<file path="src/rtl/swk_pkg.sv">
package swk_pkg;
  typedef enum logic [1:0] {
    ST_AWAKE   = 2'd0,
    ST_SLP_IRQ = 2'd1,
    ST_SLP_EVT = 2'd2
  } swk_state_e;
endpackage

</file>
<file path="src/rtl/swk_irq_qual.sv">
module swk_irq_qual #(
  parameter int NIRQ = 4,
  parameter int PW   = 2
) (
  input  logic            clk,
  input  logic            rst_n,
  input  logic [NIRQ-1:0] irq_pend_i,
  input  logic [NIRQ*PW-1:0] irq_prio_i,
  input  logic            in_handler_i,
  input  logic [PW-1:0]   cur_prio_i,
  output logic            urgent_o,
  output logic            new_pend_o
);
  logic [NIRQ-1:0] hit;
  logic [NIRQ-1:0] pend_q;

  // a request outranks the core when the core is in thread mode or the
  // request's number is strictly smaller than the running level
  for (genvar i = 0; i < NIRQ; i++) begin : g_req
    logic [PW-1:0] pr;
    assign pr     = irq_prio_i[i*PW +: PW];
    assign hit[i] = irq_pend_i[i] & (~in_handler_i | (pr < cur_prio_i));
  end

  always_ff @(posedge clk or negedge rst_n) begin
    if (!rst_n) pend_q <= '0;
    else        pend_q <= irq_pend_i;
  end

  assign urgent_o   = |hit;
  assign new_pend_o = |(irq_pend_i & ~pend_q);
endmodule

</file>
<file path="src/rtl/swk_evt_latch.sv">
module swk_evt_latch (
  input  logic clk,
  input  logic rst_n,
  input  logic set_i,
  input  logic clr_i,
  output logic q_o
);
  // clearing wins: an event consumed in the same cycle is not kept
  always_ff @(posedge clk or negedge rst_n) begin
    if (!rst_n)     q_o <= 1'b0;
    else if (clr_i) q_o <= 1'b0;
    else if (set_i) q_o <= 1'b1;
  end
endmodule

</file>
<file path="src/rtl/swk_seq.sv">
module swk_seq
  import swk_pkg::*;
(
  input  logic clk,
  input  logic rst_n,
  input  logic wait_irq_i,
  input  logic wait_evt_i,
  input  logic exc_ret_i,
  input  logic auto_sleep_en_i,
  input  logic any_pend_i,
  input  logic latch_i,
  input  logic ev_now_i,
  input  logic urgent_i,
  input  logic dbg_halt_i,
  input  logic irq_hold_i,
  output logic consume_o,
  output logic sleeping_o,
  output logic wake_o,
  output logic take_o
);
  swk_state_e st_q, st_d;
  logic wake_d, take_d, take_ok;

  assign take_ok = urgent_i & ~irq_hold_i & ~dbg_halt_i;

  always_comb begin
    st_d      = st_q;
    wake_d    = 1'b0;
    take_d    = 1'b0;
    consume_o = 1'b0;
    case (st_q)
      ST_AWAKE: begin
        if (wait_irq_i) begin
          st_d = ST_SLP_IRQ;
        end else if (wait_evt_i) begin
          if (latch_i | ev_now_i) consume_o = 1'b1;
          else                    st_d      = ST_SLP_EVT;
        end else if (exc_ret_i & auto_sleep_en_i & ~any_pend_i) begin
          st_d = ST_SLP_IRQ;
        end
      end
      ST_SLP_IRQ: begin
        if (urgent_i | dbg_halt_i) begin
          st_d   = ST_AWAKE;
          wake_d = 1'b1;
          take_d = take_ok;
        end
      end
      ST_SLP_EVT: begin
        if (ev_now_i) begin
          st_d      = ST_AWAKE;
          wake_d    = 1'b1;
          take_d    = take_ok;
          consume_o = 1'b1;
        end
      end
      default: st_d = ST_AWAKE;
    endcase
  end

  always_ff @(posedge clk or negedge rst_n) begin
    if (!rst_n) begin
      st_q   <= ST_AWAKE;
      wake_o <= 1'b0;
      take_o <= 1'b0;
    end else begin
      st_q   <= st_d;
      wake_o <= wake_d;
      take_o <= take_d;
    end
  end

  assign sleeping_o = (st_q != ST_AWAKE);
endmodule

</file>
<file path="src/rtl/swk_ctrl.sv">
module swk_ctrl #(
  parameter int NIRQ = 4,
  parameter int PW   = 2
) (
  input  logic               clk,
  input  logic               rst_n,
  input  logic               wait_irq_i,
  input  logic               wait_evt_i,
  input  logic               send_evt_i,
  input  logic               exc_entry_i,
  input  logic               exc_ret_i,
  input  logic [NIRQ-1:0]    irq_pend_i,
  input  logic [NIRQ*PW-1:0] irq_prio_i,
  input  logic               in_handler_i,
  input  logic [PW-1:0]      cur_prio_i,
  input  logic               irq_hold_i,
  input  logic               pend_evt_en_i,
  input  logic               auto_sleep_en_i,
  input  logic               dbg_halt_i,
  input  logic               ext_evt_i,
  output logic               sleeping_o,
  output logic               wake_o,
  output logic               take_irq_o,
  output logic               evt_latch_o
);
  logic urgent, new_pend, ev_now, consume;

  swk_irq_qual #(.NIRQ(NIRQ), .PW(PW)) u_qual (
    .clk          (clk),
    .rst_n        (rst_n),
    .irq_pend_i   (irq_pend_i),
    .irq_prio_i   (irq_prio_i),
    .in_handler_i (in_handler_i),
    .cur_prio_i   (cur_prio_i),
    .urgent_o     (urgent),
    .new_pend_o   (new_pend)
  );

  assign ev_now = send_evt_i | ext_evt_i | dbg_halt_i | exc_entry_i |
                  exc_ret_i | urgent | (pend_evt_en_i & new_pend);

  swk_evt_latch u_latch (
    .clk   (clk),
    .rst_n (rst_n),
    .set_i (ev_now),
    .clr_i (consume),
    .q_o   (evt_latch_o)
  );

  swk_seq u_seq (
    .clk             (clk),
    .rst_n           (rst_n),
    .wait_irq_i      (wait_irq_i),
    .wait_evt_i      (wait_evt_i),
    .exc_ret_i       (exc_ret_i),
    .auto_sleep_en_i (auto_sleep_en_i),
    .any_pend_i      (|irq_pend_i),
    .latch_i         (evt_latch_o),
    .ev_now_i        (ev_now),
    .urgent_i        (urgent),
    .dbg_halt_i      (dbg_halt_i),
    .irq_hold_i      (irq_hold_i),
    .consume_o       (consume),
    .sleeping_o      (sleeping_o),
    .wake_o          (wake_o),
    .take_o          (take_irq_o)
  );
endmodule

</file>
<file path="config.mk">
export PLATFORM = sky130hd
export DESIGN_NAME = swk_ctrl
export DESIGN_NICKNAME = d
export VERILOG_FILES = /design/src/rtl/swk_pkg.sv /design/src/rtl/swk_irq_qual.sv /design/src/rtl/swk_evt_latch.sv /design/src/rtl/swk_seq.sv /design/src/rtl/swk_ctrl.sv
export SDC_FILE = /design/constraint.sdc
export NUM_CORES = 1
export LEC_CHECK = 0
export BUFFER_PORTS_ARGS = -buffer_cell sky130_fd_sc_hd__buf_2
export CAP_MARGIN = 20
export CORE_UTILIZATION = 40
export CTS_CLUSTER_SIZE = 40
export DETAILED_ROUTE_END_ITERATION = 10
export PLACE_DENSITY = 0.69
export SYNTH_ARGS = -nofsm -noshare
export SYNTH_HDL_FRONTEND = slang
export SYNTH_HIERARCHICAL = 1
export SYNTH_SLANG_ARGS = --single-unit
</file>
<file path="constraint.sdc">
create_clock -name clk -period 1.5 [get_ports clk]
set_clock_uncertainty 0.05 [all_clocks]
set_input_delay 0.225 -clock clk [delete_from_list [all_inputs] [get_ports clk]]
set_output_delay 0.225 -clock clk [all_outputs]
set_load 0.005 [all_outputs]
</file>
# Yosys cells after proc, flatten, opt, wreduce, memory -nomap -nowiden
# Cells that the tools add are included.
[op_classes]
order_cmp = 4
eq_ne = 6
mux = 19
bitwise_logic = 27
n_reduce_logical = 7
[ops]
columns = ["operator", "count"]
rows = [
  ["2-bit two-way mux", 6],
  ["1-bit bitwise OR", 12],
  ["4-bit OR reduction", 3],
  ["1-bit AND", 9],
  ["1-bit two-way mux", 9],
  ["2-bit < comparator", 4],
  ["1-bit one-hot mux with 2 select lines", 3],
  ["2-bit one-hot mux with 3 select lines", 1],
  ["4-bit AND", 1],
  ["2-bit by 1-bit inequality test with 1-bit output (second input constant)", 2],
  ["4-bit by 3-bit inequality test with 1-bit output (second input constant)", 1],
  ["4-bit inequality test (second input constant)", 1],
  ["1-bit NOT", 4],
  ["4-bit NOT", 1],
  ["4-bit AND reduction", 1],
  ["2-bit nonzero test", 2],
  ["2-bit by 1-bit equality test with 1-bit output (second input constant)", 1],
  ["2-bit equality test (second input constant)", 1],
  ["2-bit zero test", 1],
]
[word_totals]
ff_bits = 9
output_inout_bits = 4
word_cells = 68

# Logic depth before layout (Yosys ltp)
[logic_depth]
depth_word = 12
ltp_mapped = 12
ltp_nobuf = 12

# Cells and area by module
# Netlist, hierarchy kept.
[modules_own_cells]
columns = ["mod", "n_inst", "cells_each", "area_per_inst_um2", "seq_area_each_um2"]
rows = [
  ["swk_irq_qual", 1, 33, 310.3, 100.1],
  ["swk_seq", 1, 32, 287.8, 100.1],
  ["swk_evt_latch", 1, 2, 35.0, 25.0],
  ["swk_ctrl", 1, 4, 25.0, 0.0],
]

# Least setup slack after synthesis
# OpenSTA, ideal clock, no wires.
[synth_path]
path_type = "input to register"
startpoint = "input cur_prio_i[1]"
endpoint = "register u_seq.st_q[1]"
setup_ps = 130
arrival_ps = 1700
required_time_ps = 1320
setup_slack_ps = -380
stages = 11
n_path_buf = 0
path_cell_list = "inv_1 -> ha_1 -> nand2_1 -> o211ai_2 -> nand4_1 -> nor4_1 -> nand2_1 -> nor2b_1 -> a221oi_2 -> and2b_1 -> a2bb2oi_1"
[synth_between]
elab_chain_cells = 9
elab_cells_between_ends = 21
classes_between = "order compare: 4; eq/ne: 3; bitwise: 12; reduce/logical: 2"
[synth_rtl]
columns = ["item", "line", "text"]
rows = [
  ["from (decl)", "swk_ctrl.sv:15", "input logic [PW-1:0] cur_prio_i,"],
  ["2-bit < comparator", "swk_irq_qual.sv:22", "assign hit[i] = irq_pend_i[i] & (~in_handler_i | (pr < cur_prio_i));"],
  ["1-bit bitwise OR", "swk_irq_qual.sv:22", ""],
  ["1-bit AND", "swk_irq_qual.sv:22", ""],
  ["4-bit OR reduction *", "swk_irq_qual.sv:30", "assign urgent_o = |hit;"],
  ["via urgent", "swk_ctrl.sv:26", "logic urgent, new_pend, ev_now, consume;"],
  ["1-bit bitwise OR * (2 in a row)", "swk_ctrl.sv:40", "exc_ret_i | urgent | (pend_evt_en_i & new_pend);"],
  ["via ev_now", "swk_ctrl.sv:26", ""],
  ["1-bit bitwise OR", "swk_seq.sv:36", "if (latch_i | ev_now_i) consume_o = 1'b1;"],
  ["4-bit inequality test (no source line)", "-", ""],
  ["4-bit AND reduction (no source line) *", "-", ""],
  ["to (signal assigned)", "swk_seq.sv:67", "st_q <= st_d;"],
  ["to (decl)", "swk_seq.sv:21", "swk_state_e st_q, st_d;"],
]
# Mark *: on every way through the listed nets, which the timed path passes. The rest lies on a longest branch.
# A chain may end at the register's enable or synchronous reset.

# Final worst setup path
[layout_path]
startpoint = "input cur_prio_i[1]"
endpoint = "register u_latch.q_o"
[layout_between]
elab_chain_cells = 12
elab_cells_between_ends = 23
classes_between = "order compare: 4; mux: 6; bitwise: 11; reduce/logical: 2"
[layout_rtl]
columns = ["item", "line", "text"]
rows = [
  ["2-bit < comparator", "swk_irq_qual.sv:22", ""],
  ["1-bit bitwise OR", "swk_irq_qual.sv:22", ""],
  ["1-bit AND", "swk_irq_qual.sv:22", ""],
  ["4-bit OR reduction *", "swk_irq_qual.sv:30", ""],
  ["via urgent", "swk_ctrl.sv:26", ""],
  ["1-bit bitwise OR * (2 in a row)", "swk_ctrl.sv:40", ""],
  ["via ev_now", "swk_ctrl.sv:26", ""],
  ["1-bit bitwise OR", "swk_seq.sv:36", ""],
  ["1-bit two-way mux", "swk_seq.sv:36", ""],
  ["1-bit two-way mux", "swk_seq.sv:35", "end else if (wait_evt_i) begin"],
  ["1-bit two-way mux", "swk_seq.sv:33", "if (wait_irq_i) begin"],
  ["1-bit one-hot mux with 2 select lines *", "swk_seq.sv:31", "case (st_q)"],
  ["via consume", "swk_ctrl.sv:26", ""],
  ["1-bit two-way mux / 2-bit nonzero test (equally long branches)", "-", ""],
  ["to (signal assigned)", "swk_evt_latch.sv:10", "if (!rst_n) q_o <= 1'b0;"],
  ["to (signal assigned)", "swk_evt_latch.sv:11", "else if (clr_i) q_o <= 1'b0;"],
  ["to (signal assigned)", "swk_evt_latch.sv:12", "else if (set_i) q_o <= 1'b1;"],
  ["to (decl)", "swk_evt_latch.sv:6", "output logic q_o"],
]
# Marked as above.

==> summary.txt <==
Yosys
  • Mapped Avg Cell Area: between 9 and 10 um2
  • Cells after synthesis: 71
  • Sequential share of the synthesized area: 34.2%
  • Syn nets: about 110
  • #FFs+latches synth: 9
  • Yosys warnings: 6
  • Post-synth cell types: 25
  • Netlist Area Pre-Place: 658 um2

Clocking
  • Root buffer cell: clkbuf_4
  • CTS buffer count: 3
  • CTS tree: built
  • Worst-path clk slew: approximately 0.060 ns
  • Clk sinks: 9
  • Max clock buf depth: 2
  • Clock Latency Late Sink: approximately 0.27 ns
  • H-Tree Depth: 1

Finish
  • Final Util: between 70% and 80%
  • Commonest non-fill, non-tap cell in the layout: buf_2
  • Ant diodes: 0
  • Layout overhead on the synthesized area: 64.1%
  • Fraction of layout cells with a size suffix above 1: 60.3%
  • Nets: between 150 and 200
  • Most frequent cells in the layout: buf_2, buf_4, dfrtp_1, nand2_1

Route
  • Wire length per cell: roughly 14 um
  • WL final: about 1800 um
  • DR pass1 iterations: 4
  • Routed via count: 678
  • Starting DRT DRC Count: 10
  • Residual DRC count: 0
  • DRT antenna net count: 0
  • Avg Vias per Cell: around 5.1

Global routing
  • First-pass GRT wire length: 2810 um
  • Initial antenna violation count: 0
  • Total GRT Usage: between 20% and 30%
  • Largest net degree at the start of global routing: 10
  • Vias in the first global route: ~620
  • Overflow after GRT: 0

Outcome
  • Status: finished, violations left
  • Failing checks: negative setup slack

Power and ir drop
  • Sequential power share: 30.4%
  • Comb pwr share: a little over half
  • Internal power: between 0.7 and 0.8 mW
  • VDD IR max: approximately 0.76 mV
  • Switching portion of total power: about 36%
  • P_leak: around 0.5 nW
  • Pwr dens: approximately 1000 nW/um2
  • Psw: just under 0.4 mW
  • Clock share of power: approximately 18%

Timing
  • PnR worst setup slack: -0.280 ns
  • Minimum clock period: approximately 1.8 ns
  • Period utilization: 119%
  • Slew margin rel.: 81.6%
  • Unrepaired setup endpoints after global routing: yes
  • Final Max Slew Viols: 0
  • Hold WS: between 0.06 and 0.07 ns
  • Final Hold Vio Count: 0
  • Maximum clock rate: between 0.5 and 0.6 GHz
  • # setup viols final: 4
  • Worst Tran Pin Value: 0.275 ns

Flow run
  • Maxcap violations: 0

Die
  • Initial Util: between 40% and 50%
  • DIE WIDTH: roughly 43 um
  • Die height: between 40 and 50 um
  • Num rows: 14
  • Placeable Area: around 1500 um2
  • Die Footprint: between 1500 and 2000 um2
  • I/O pin count: 31

Place
  • DP HPWL: around 1300 um
  • GPL Wtd Cong: ~0.8
  • PortBufs: 30

Setup path
  • Reg-to-reg startpoint: u_qual/pend_q[1]
  • WP data arrival: 1.94 ns
  • Crit path from: cur_prio_i[1]
  • Crit path launch type: input pin
  • Req. time, crit path: around 1.7 ns
  • Crit Path Max Fanout: 4
  • Critical path type: in -> reg
  • Crit. End Element: flop

Min path
  • Hold Startpoint: irq_pend_i[2]
  • Hold crit path type: in -> reg
-- cell usage after synthesis --
library cell	n	area share, %
a211oi_1	1	1.1
a21boi_0	1	1.1
a221oi_2	1	2.3
a22oi_1	1	1.1
a2bb2oi_1	1	1.3
and2b_1	1	1.1
buf_6	1	1.7
dfrtp_1	9	34
ha_1	8	15
inv_1	8	4.6
nand2_1	13	7.4
nand2b_1	1	0.95
nand3_1	1	0.76
nand3b_1	2	2.3
nand4_1	1	0.95
nor2_1	3	1.7
nor2b_1	4	3.8
nor2b_2	1	1.3
nor3b_1	1	1.1
nor4_1	2	1.9
o211ai_2	4	7.6
o21ai_0	3	2.3
o21ba_1	1	1.5
o221ai_1	1	1.3
or4_1	1	1.1
-- critical path, stage by stage --
cell	delay [ns]
buf_8	0.09
inv_12	0.04
ha_4	0.24
nand2_2	0.04
o211ai_2	0.15
nand4_1	0.16
nor4_2	0.20
nand2_2	0.14
nor2_2	0.14
nor2_2	0.06
o21ai_1	0.17
nand2_1	0.07
o21ba_1	0.21
-- through the flow --
stage               total power, mW  instances  cell area (um2)  setup WS (ns)  TNS [ns]
finish                         1.10        132             1080         -0.280    -0.787
global placement              0.767        123              925         -0.542     -2.10
global route                   1.18        132             1080         -0.356     -1.18
CTS                            1.01        129             1010         -0.312     -1.05
floorplan                     0.588         71              701         -0.300    -0.833
detailed placement            0.781        123              925         -0.584     -2.35
-- final cells by class --
type	count	area, um2
Tap cell	16	20.0
Fill cell	122	444
Clock buffer	4	26.3
Timing Repair Buffer	42	265
Inverter	8	42.5
Sequential cell	9	225
Multi-Input combinational cell	53	500
-- cells by family after synthesis --
kind of cell | count (synthesis) | share of synthesized area [%]
AND/OR/NAND/NOR | 31 | 24.5
flip-flops | 9 | 34.2
AO/OA/AOI/OAI | 14 | 19.8
adder cells (fa/ha/maj) | 8 | 15.2
buffers and inverters | 9 | 6.27
-- registers in the layout (all words and copies together) (netlist names) --
| signal | cells |
|---|---|
| u_latch/q_o | 1 |
| u_qual/pend_q | 4 |
| u_seq/st_q | 2 |
| u_seq/take_o | 1 |
| u_seq/wake_o | 1 |
-- path summary, 6_finish.rpt --
path,end,slack (ns),depth (start not counted)
worst max-delay path,u_latch/q_o,-0.28,13
min in group asynchronous,u_qual/pend_q[0],0.28,2
max in group asynchronous,u_seq/st_q[1],0.93,2
worst min register to register,u_latch/q_o,0.49,1
worst max register to register,u_latch/q_o,-0.24,10
worst min-delay path,u_qual/pend_q[2],0.07,1
-- power groups by stage --
stage | combinational, mW | clock, mW | sequential (mW)
after global placement | 0.438 | 0 | 0.329
final | 0.574 | 0.193 | 0.335
after floorplan | 0.258 | 0 | 0.330
after CTS | 0.481 | 0.201 | 0.332
after global routing | 0.625 | 0.216 | 0.339
after detailed placement | 0.447 | 0 | 0.335
-- timing repair --
action | CTS | global route
gates resized for setup | 11 | 10
hold endpoints to repair | 9 | 0
pin swaps | 6 | 8
hold buffers | 1 | 0
setup buffers | 2 | 3
setup endpoints to repair | 5 | 6
-- metal layers --
| metal | vias to the layer above | GRT usage (%) | share of wire [%] | wire length, um |
|---|---|---|---|---|
| met2 | 19 | 34.2 | 51 | 922 |
| met4 | 0 | 7.50 | 1.2 | 21 |
| met5 | - | 0 | 0 | 0 |
| li1 | 339 | - | - | - |
| met3 | 5 | 7.76 | 5.0 | 91 |
| met1 | 315 | 26.3 | 43 | 776 |
Note: power is estimated with default switching activity, not from simulation.
